$ cat src/rtl/mapper_pkg.sv
package mapper_pkg;

    localparam int CHR_WINDOWS = 8;
    localparam int PRG_SLOTS   = 3;
    localparam int IRQ_CNT_W   = 8;

    localparam logic [11:0] REG_PAGE  = 12'h40C;
    localparam logic [3:0]  IDX_PRG0  = 4'h8;
    localparam logic [3:0]  IDX_MIRR  = 4'hB;
    localparam logic [3:0]  IDX_OFF   = 4'hC;
    localparam logic [3:0]  IDX_ON    = 4'hD;
    localparam logic [3:0]  IDX_TGT   = 4'hE;

    typedef enum logic [1:0] {
        MIR_ONE_LO = 2'd0,
        MIR_ONE_HI = 2'd1,
        MIR_HORZ   = 2'd2,
        MIR_VERT   = 2'd3
    } mirror_e;

    typedef struct packed {
        logic [15:0] addr;
        logic [7:0]  data;
        logic        rw;
        logic        m2;
    } cpu_bus_t;

    function automatic logic page_write(input cpu_bus_t b);
        return b.m2 && !b.rw && (b.addr[15:4] == REG_PAGE);
    endfunction

    function automatic logic nt_select(input mirror_e m, input logic a10, input logic a11);
        case (m)
            MIR_ONE_LO: return 1'b0;
            MIR_ONE_HI: return 1'b1;
            MIR_HORZ:   return a11;
            default:    return a10;
        endcase
    endfunction

endpackage

$ cat src/rtl/mapper_regs.sv
module mapper_regs
    import mapper_pkg::*;
#(
    parameter int PRG_W = 5,
    parameter int CHR_W = 8
) (
    input  logic                                clk,
    input  logic                                rst,
    input  cpu_bus_t                            bus,
    output logic [CHR_WINDOWS-1:0][CHR_W-1:0]   chr_bank,
    output logic [PRG_SLOTS-1:0][PRG_W-1:0]     prg_bank,
    output mirror_e                             mirror,
    output logic                                irq_off,
    output logic                                irq_on,
    output logic                                irq_load,
    output logic [IRQ_CNT_W-1:0]                irq_value
);

    logic       hit;
    logic [3:0] idx;

    assign hit = page_write(bus);
    assign idx = bus.addr[3:0];

    assign irq_off   = hit && (idx == IDX_OFF);
    assign irq_on    = hit && (idx == IDX_ON);
    assign irq_load  = hit && (idx == IDX_TGT);
    assign irq_value = bus.data[IRQ_CNT_W-1:0];

    always_ff @(posedge clk) begin
        if (rst) begin
            chr_bank <= '0;
            prg_bank <= '0;
            mirror   <= MIR_VERT;
        end else if (hit) begin
            for (int n = 0; n < CHR_WINDOWS; n++) begin
                if (idx == 4'(n)) chr_bank[n] <= bus.data[CHR_W-1:0];
            end
            for (int s = 0; s < PRG_SLOTS; s++) begin
                if (idx == IDX_PRG0 + 4'(s)) prg_bank[s] <= bus.data[PRG_W-1:0];
            end
            if (idx == IDX_MIRR) mirror <= mirror_e'(bus.data[1:0]);
        end
    end

    // with no qualified page write, no bank or mirroring state moves
    a_r1_hold_without_write: assert property (@(posedge clk) disable iff (rst)
        !hit |=> ($stable(chr_bank) && $stable(prg_bank) && $stable(mirror)));

endmodule

$ cat src/rtl/mapper_irq.sv
module mapper_irq
    import mapper_pkg::*;
(
    input  logic                 clk,
    input  logic                 rst,
    input  logic                 tick,
    input  logic                 off,
    input  logic                 on,
    input  logic                 load,
    input  logic [IRQ_CNT_W-1:0] value,
    output logic                 pending
);

    logic [IRQ_CNT_W-1:0] count;
    logic [IRQ_CNT_W-1:0] target;
    logic [IRQ_CNT_W-1:0] count_next;
    logic                 enabled;
    logic                 hit_now;

    assign count_next = count + 1'b1;
    assign hit_now    = tick && !load && enabled && (count_next == target);

    always_ff @(posedge clk) begin
        if (rst) begin
            count   <= '0;
            target  <= '0;
            enabled <= 1'b0;
            pending <= 1'b0;
        end else begin
            if (load) begin
                target <= value;
                count  <= '0;
            end else if (tick) begin
                count <= count_next;
            end
            if (off) begin
                enabled <= 1'b0;
                pending <= 1'b0;
            end else begin
                if (on) enabled <= 1'b1;
                if (hit_now) pending <= 1'b1;
            end
        end
    end

    // a target load leaves the line count at zero
    a_r9_load_clears_count: assert property (@(posedge clk) disable iff (rst)
        load |=> (count == '0));

    // a raised request holds until acknowledged
    a_r10_request_sticky: assert property (@(posedge clk) disable iff (rst)
        (pending && !off) |=> pending);

    // a request can only appear on a tick
    a_r10_rise_needs_tick: assert property (@(posedge clk) disable iff (rst)
        (!pending && !tick) |=> !pending);

    // acknowledge clears the request
    a_r11_ack_clears: assert property (@(posedge clk) disable iff (rst)
        off |=> !pending);

endmodule

$ cat src/rtl/mapper_xlate.sv
module mapper_xlate
    import mapper_pkg::*;
#(
    parameter int PRG_W    = 5,
    parameter int CHR_W    = 8,
    parameter bit CHR_RAM  = 1'b0,
    parameter bit HAS_XRAM = 1'b1
) (
    input  logic [15:0]                        cpu_addr,
    input  logic                               cpu_rw,
    input  logic [13:0]                        ppu_addr,
    input  logic                               ppu_rd_n,
    input  logic                               ppu_wr_n,
    input  logic [CHR_WINDOWS-1:0][CHR_W-1:0]  chr_bank,
    input  logic [PRG_SLOTS-1:0][PRG_W-1:0]    prg_bank,
    input  mirror_e                            mirror,
    output logic [PRG_W+12:0]                  prg_addr,
    output logic                               prg_rom_ce_n,
    output logic                               wram_ce_n,
    output logic                               xram_ce_n,
    output logic [CHR_W+9:0]                   chr_addr,
    output logic                               chr_ce_n,
    output logic                               chr_we_n,
    output logic                               ciram_a10
);

    localparam logic [PRG_W-1:0] LAST_BANK = '1;

    logic [PRG_W-1:0] slot_bank;

    always_comb begin
        case (cpu_addr[14:13])
            2'd0:    slot_bank = prg_bank[0];
            2'd1:    slot_bank = prg_bank[1];
            2'd2:    slot_bank = prg_bank[2];
            default: slot_bank = LAST_BANK;
        endcase
    end

    assign prg_addr     = {slot_bank, cpu_addr[12:0]};
    assign prg_rom_ce_n = !(cpu_rw && cpu_addr[15]);
    assign wram_ce_n    = !(cpu_addr[15:13] == 3'b011);

    generate
        if (HAS_XRAM) begin : g_xram
            assign xram_ce_n = !(cpu_addr[15:12] == 4'h5);
        end else begin : g_no_xram
            assign xram_ce_n = 1'b1;
        end
    endgenerate

    assign chr_ce_n  = ppu_addr[13] || (ppu_rd_n && ppu_wr_n);
    assign ciram_a10 = nt_select(mirror, ppu_addr[10], ppu_addr[11]);

    generate
        if (CHR_RAM) begin : g_chr_ram
            logic unused_banks;
            assign unused_banks = ^chr_bank;
            assign chr_addr = {{(CHR_W-3){1'b0}}, ppu_addr[12:0]};
            assign chr_we_n = ppu_wr_n || ppu_addr[13];
        end else begin : g_chr_rom
            assign chr_addr = {chr_bank[ppu_addr[12:10]], ppu_addr[9:0]};
            assign chr_we_n = 1'b1;
        end
    endgenerate

endmodule

$ cat src/rtl/bank_mapper.sv
module bank_mapper
    import mapper_pkg::*;
#(
    parameter int PRG_BANK_W = 5,
    parameter int CHR_BANK_W = 8,
    parameter bit CHR_RAM    = 1'b0,
    parameter bit HAS_XRAM   = 1'b1,
    parameter bit HAS_IRQ    = 1'b1
) (
    input  logic                    clk,
    input  logic                    rst,
    input  logic [15:0]             cpu_addr,
    input  logic [7:0]              cpu_data,
    input  logic                    cpu_rw,
    input  logic                    cpu_m2,
    input  logic [13:0]             ppu_addr,
    input  logic                    ppu_rd_n,
    input  logic                    ppu_wr_n,
    input  logic                    scan_tick,
    output logic [PRG_BANK_W+12:0]  prg_addr,
    output logic                    prg_rom_ce_n,
    output logic                    wram_ce_n,
    output logic                    xram_ce_n,
    output logic [CHR_BANK_W+9:0]   chr_addr,
    output logic                    chr_ce_n,
    output logic                    chr_we_n,
    output logic                    ciram_a10,
    output logic                    irq_n
);

    cpu_bus_t                                bus;
    logic [CHR_WINDOWS-1:0][CHR_BANK_W-1:0]  chr_bank;
    logic [PRG_SLOTS-1:0][PRG_BANK_W-1:0]    prg_bank;
    mirror_e                                 mirror;
    logic                                    irq_off, irq_on, irq_load;
    logic [IRQ_CNT_W-1:0]                    irq_value;

    assign bus = '{addr: cpu_addr, data: cpu_data, rw: cpu_rw, m2: cpu_m2};

    mapper_regs #(.PRG_W(PRG_BANK_W), .CHR_W(CHR_BANK_W)) u_regs (
        .clk       (clk),
        .rst       (rst),
        .bus       (bus),
        .chr_bank  (chr_bank),
        .prg_bank  (prg_bank),
        .mirror    (mirror),
        .irq_off   (irq_off),
        .irq_on    (irq_on),
        .irq_load  (irq_load),
        .irq_value (irq_value)
    );

    mapper_xlate #(
        .PRG_W(PRG_BANK_W), .CHR_W(CHR_BANK_W),
        .CHR_RAM(CHR_RAM), .HAS_XRAM(HAS_XRAM)
    ) u_xlate (
        .cpu_addr     (cpu_addr),
        .cpu_rw       (cpu_rw),
        .ppu_addr     (ppu_addr),
        .ppu_rd_n     (ppu_rd_n),
        .ppu_wr_n     (ppu_wr_n),
        .chr_bank     (chr_bank),
        .prg_bank     (prg_bank),
        .mirror       (mirror),
        .prg_addr     (prg_addr),
        .prg_rom_ce_n (prg_rom_ce_n),
        .wram_ce_n    (wram_ce_n),
        .xram_ce_n    (xram_ce_n),
        .chr_addr     (chr_addr),
        .chr_ce_n     (chr_ce_n),
        .chr_we_n     (chr_we_n),
        .ciram_a10    (ciram_a10)
    );

    generate
        if (HAS_IRQ) begin : g_irq
            logic pending;
            mapper_irq u_irq (
                .clk     (clk),
                .rst     (rst),
                .tick    (scan_tick),
                .off     (irq_off),
                .on      (irq_on),
                .load    (irq_load),
                .value   (irq_value),
                .pending (pending)
            );
            assign irq_n = !pending;
        end else begin : g_no_irq
            logic unused_irq;
            assign unused_irq = ^{scan_tick, irq_off, irq_on, irq_load, irq_value};
            assign irq_n = 1'b1;
        end
    endgenerate

    // program ROM and a work RAM are never selected together
    a_r7_selects_exclusive: assert property (@(posedge clk) disable iff (rst)
        !(!prg_rom_ce_n && (!wram_ce_n || !xram_ce_n)));

    // the top program slot always lands in the last bank
    a_r5_top_slot_fixed: assert property (@(posedge clk) disable iff (rst)
        (cpu_addr[15:13] == 3'b111) |-> (prg_addr[PRG_BANK_W+12:13] == '1));

    generate
        if (CHR_RAM) begin : g_chk_ram
            // flat character RAM ignores the bank registers
            a_r8_flat_chr_addr: assert property (@(posedge clk) disable iff (rst)
                chr_addr == {{(CHR_BANK_W-3){1'b0}}, ppu_addr[12:0]});
        end else begin : g_chk_rom
            // character ROM is never written
            a_r8_rom_no_write: assert property (@(posedge clk) disable iff (rst)
                chr_we_n);
        end
    endgenerate

endmodule

$ cat config.mk
export PLATFORM = sky130hd
export DESIGN_NAME = bank_mapper
export DESIGN_NICKNAME = d
export VERILOG_FILES = /design/src/rtl/mapper_pkg.sv /design/src/rtl/mapper_regs.sv /design/src/rtl/mapper_irq.sv /design/src/rtl/mapper_xlate.sv /design/src/rtl/bank_mapper.sv
export SDC_FILE = /design/constraint.sdc
export NUM_CORES = 1
export LEC_CHECK = 0
export ABC_AREA = 1
export BUFFER_PORTS_ARGS = -buffer_cell sky130_fd_sc_hd__buf_2
export CAP_MARGIN = 5
export CORE_UTILIZATION = 51
export DETAILED_ROUTE_END_ITERATION = 16
export MAX_ROUTING_LAYER = met4
export PLACE_DENSITY = 0.76
export SLEW_MARGIN = 10
export SYNTH_ARGS = -nofsm -noshare
export SYNTH_HDL_FRONTEND = slang
export SYNTH_SLANG_ARGS = --single-unit
$ cat constraint.sdc
create_clock -name clk -period 1.4 [get_ports clk]
set_input_delay 0.14 -clock clk [delete_from_list [all_inputs] [get_ports clk]]
set_output_delay 0.14 -clock clk [all_outputs]
set_load 0.01 [all_outputs]
==> results.md <==
Drt:
- The detailed-route DRC error count is 0.
- The number of DRC violations after detailed-routing iteration 0 is 300.
- The wire length after detailed routing is 13100 µm.
- After detailed routing, the average wire length per cell comes to 14.6 µm.
- For this run, the detailed router's first-pass iteration total came to 5.
- The count of nets left with antenna violations once routing finished came out at 0.
- The via density per instance is 5.47.
- The number of vias after detailed routing is 4908.

Setup path:
- The worst-case register-to-register setup slack is -0.03 ns.
- Measured in cells, the most critical reg-to-reg path has a length of 10.
- The setup path with the least slack is of type reg2out.
- In this run the worst path has a maximum fanout of 2.
- In this run the critical register-to-register path is launched from g_irq.u_irq.count[1].
- The worst register-to-register path ends at g_irq.u_irq.pending.
- For the worst setup path, the data required time is 1.26 ns.
- The arrival time at the worst endpoint is 1.36 ns.
- The startpoint class of the critical path is a flop.
- The element type at the critical path end is an output port.

Clock network:
- The clock insertion delay at the later pin of the skew report is 0.36 ns.
- The number of sinks on the clock net is 99.
- In this run, CTS created clock tree buffers numbering 9.
- TritonCTS built the clock tree.
- The clock-pin slew reported for the worst setup and hold paths after clock tree synthesis is 0.09 ns.
- The number of hold buffers added after cts is 0.
- The worst-case clock buffer depth is 2.
- The H-tree was split into 3 levels.
- The tree is rooted in a sky130_fd_sc_hd__clkbuf_8.

Timing:
- The maximum achievable frequency is 0.665 GHz.
- The final count of hold timing violations is 0.
- Setup violations remaining at the end of the flow were counted as 9.
- After routing, the total negative slack on setup checks comes to -0.552 ns.
- The final worst-path cycle share is 107%.
- Counting I/O delays and the setup requirement, the final critical path takes 1.50 ns.
- The worst clock skew is 0.00309 ns.
- The final max-slew violation count is 0.
- The final setup slack of the worst path is -0.104 ns.
- Setup repair after global routing could not meet its margin everywhere.

Yosys:
- After synthesis, the mean cell area works out to 7.58 µm².
- By count the netlist is led by sky130_fd_sc_hd__inv_1 (110), sky130_fd_sc_hd__dfxtp_1 (99), sky130_fd_sc_hd__nor2_1 (99).
- The summed instance area of the synthesized netlist is 0.00526 mm².
- Yosys attributes the largest share of cell area to sky130_fd_sc_hd__dfxtp_1 (38%), sky130_fd_sc_hd__a211oi_2 (11%), sky130_fd_sc_hd__inv_1 (7.8%), sky130_fd_sc_hd__nor2_1 (7.1%), sky130_fd_sc_hd__o21ai_0 (6.1%).
- For this run, the leading register cell type out of synthesis is sky130_fd_sc_hd__dfxtp_1.
- After synthesis the netlist holds a flip-flop and latch count of 99.
- The share of synthesized flip-flops with an asynchronous set or reset is 0%.
- The share of the synthesized area in the top cell type is 37.7%.
- Counting distinct cell types in the post-synthesis netlist gives 34.
- The count of flip-flops with a built-in enable after synthesis is 0.
- The synthesized design spends more area on one cell type than any other, namely sky130_fd_sc_hd__dfxtp_1.
- The fraction of the yosys area taken by sequential cells is 37.7%.
- The number of nets produced by synthesis is 740.
- Counting every instance in the synthesized netlist gives 694.
- sky130_fd_sc_hd__inv_1 is the most common cell in the netlist.
- Yosys printed 0 warnings.

Cells and area:
- The share of post-route cells with drive strength above 1 is 33.1%.
- The total number of nets in the final design is 806.
- 0 antenna diodes ended up in the layout.
- Once layout is complete, the cells apart from fillers number 898.
- Relative to the synthesized area, the layout overhead comes to 17.7%.

GRT:
- Global routing used 24.7% of the available tracks.
- The via count of the first global-routing pass is 4649.
- The initial antenna violation count was 0.
- The largest net degree at the start of global routing is 66.
- The total overflow left after global routing is 0.
- The first global-routing pass estimated 21100 µm of wire.

Min path:
- The type of the worst min-delay path is in2reg.
- The worst hold path passes through 3 cells.
- The hold path endpoint is g_irq.u_irq.enabled.
- The worst min-delay path startpoint is cpu_addr[2].

Status:
- The checks that failed: setup timing.
- The flow ran to the end, but the final reports show violations.

Power:
- The peak supply drop is 0.551 mV.
- The power density of the placed cells is 851 mW/mm².
- The total chip power is 5270 µW.
- The leakage power is 0.00252 µW.

Floorplanning:
- The initial standard-cell utilization of the core is 53.1%.
- From bottom edge to top edge, the die measures 104 µm.
- The total die area is 0.0107 mm².
- The horizontal die dimension is 104 µm.
- Row generation in the floorplan step produced 36 rows.
- Pin placement for this block handled 88 I/O pins.
- The core footprint is 0.00991 mm².

Placement:
- The final estimated routing congestion in global placement is 0.854.
- The setup slack after placement is -0.178 ns.
- The number of port buffers is 66.
- Once placement completed, the tool counted placed cells totaling 881.
- The HPWL after detailed placement is 9090 µm.

Run:
- The tool flagged a number of max-cap violations equal to 0.
## worst max path at each step
stage / cells past startpoint / from / slack (ns) / to
floorplan: 9 / g_irq.u_irq.count[0] / 0.04 / g_irq.u_irq.pending
global placement: 9 / cpu_rw / -0.12 / u_regs.chr_bank[32]
detailed placement: 9 / cpu_addr[12] / -0.18 / u_regs.chr_bank[37]
CTS: 5 / u_regs.chr_bank[52] / -0.14 / chr_addr[14]
global route: 5 / u_regs.chr_bank[60] / -0.15 / chr_addr[14]
finish: 5 / u_regs.chr_bank[60] / -0.10 / chr_addr[14]
## power breakdown
part | internal, µW | total [µW] | switching [µW]
registers | 2820 | 2830 | 8.50
clock network | 803 | 1800 | 1000
logic | 235 | 637 | 402
## layout make-up
type	instances	area, µm²
fill	876	3710
multi-input combinational	426	2650
sequential	99	2000
timing repair buffer	112	758
inverter	112	420
tap	133	166
clock buffer	12	165
clock inverter	4	32.5
## worst max-delay path, stage by stage (launching register included)
cell                      delay (ns)
sky130_fd_sc_hd__dfxtp_2        0.35
sky130_fd_sc_hd__nor2_1         0.05
sky130_fd_sc_hd__o21ai_2        0.18
sky130_fd_sc_hd__a21oi_2        0.05
sky130_fd_sc_hd__a31oi_1        0.20
sky130_fd_sc_hd__buf_2          0.17
## per-stage QoR
| stage | hold slack (ns) | cell area (µm²) | util, % |
|---|---|---|---|
| finish | 0.0925 | 6190 | 62.5 |
| global route | 0.130 | 6190 | 62.5 |
| CTS | 0.0827 | 6090 | 61.5 |
| detailed placement | 0.280 | 5810 | 58.6 |
| global placement | 0.280 | 5810 | 58.6 |
| floorplan | 0.303 | 5270 | - |
## layout by cell type (no fill, tap or decap), types with 2 or more instances in the layout
master / netlist / routed
sky130_fd_sc_hd__clkinvlp_4: 0 / 2
sky130_fd_sc_hd__o21ai_2: 0 / 8
sky130_fd_sc_hd__inv_2: 1 / 5
sky130_fd_sc_hd__a211oi_2: 48 / 48
sky130_fd_sc_hd__buf_4: 24 / 38
sky130_fd_sc_hd__nand2_2: 6 / 9
sky130_fd_sc_hd__a21oi_2: 0 / 15
sky130_fd_sc_hd__o21ai_0: 64 / 33
sky130_fd_sc_hd__a221o_1: 4 / 4
sky130_fd_sc_hd__nand2_4: 5 / 7
sky130_fd_sc_hd__nor2_4: 3 / 3
sky130_fd_sc_hd__a21oi_1: 61 / 46
sky130_fd_sc_hd__nand3b_1: 2 / 2
sky130_fd_sc_hd__o21ai_1: 4 / 27
sky130_fd_sc_hd__nand2_1: 59 / 54
sky130_fd_sc_hd__nor2_2: 3 / 4
sky130_fd_sc_hd__clkbuf_8: 0 / 12
sky130_fd_sc_hd__dfxtp_2: 0 / 16
sky130_fd_sc_hd__nand3_2: 0 / 4
sky130_fd_sc_hd__inv_1: 110 / 106
sky130_fd_sc_hd__buf_12: 0 / 6
sky130_fd_sc_hd__nor2_1: 99 / 98
sky130_fd_sc_hd__nor3_4: 2 / 2
sky130_fd_sc_hd__dfxtp_1: 99 / 83
sky130_fd_sc_hd__buf_2: 1 / 66
sky130_fd_sc_hd__a211oi_1: 16 / 16
sky130_fd_sc_hd__buf_6: 8 / 2
sky130_fd_sc_hd__nor3_1: 2 / 2
sky130_fd_sc_hd__a31oi_1: 10 / 9
sky130_fd_sc_hd__nand4_1: 3 / 3
sky130_fd_sc_hd__nand3_1: 27 / 23
## layer usage
metal,vias up,wire [µm],track usage [%]
li1,2404,-,-
met1,2283,5460,28.5
met2,174,6630,42.6
met3,47,671,3.78
met4,0,369,10.9
met5,-,0,-
## cell families after synthesis
family,share of synthesized area [%]
buffers and inverters,14.9
and+or+nand+nor,18.4
other,0.0713
DFF,37.7
AOI/OAI and AO/OA,28.5
xor gates and xnor gates,0.166
adders and majority gates,0.238
## what timing repair did
action,in CTS,in global routing
endpoints found under the hold margin,0,0
resized for setup,41,49
gates cloned,0,0
pin swaps,19,21
setup buffers,2,0
setup endpoints to repair,9,11
## flip-flops by register name, summed over array words and instances (netlist names)
signal               count
u_regs.prg_bank         15
u_regs.mirror            2
g_irq.u_irq.pending      1
g_irq.u_irq.target       8
g_irq.u_irq.count        8
u_regs.chr_bank         64
g_irq.u_irq.enabled      1
(Power assumes the default switching activity.)
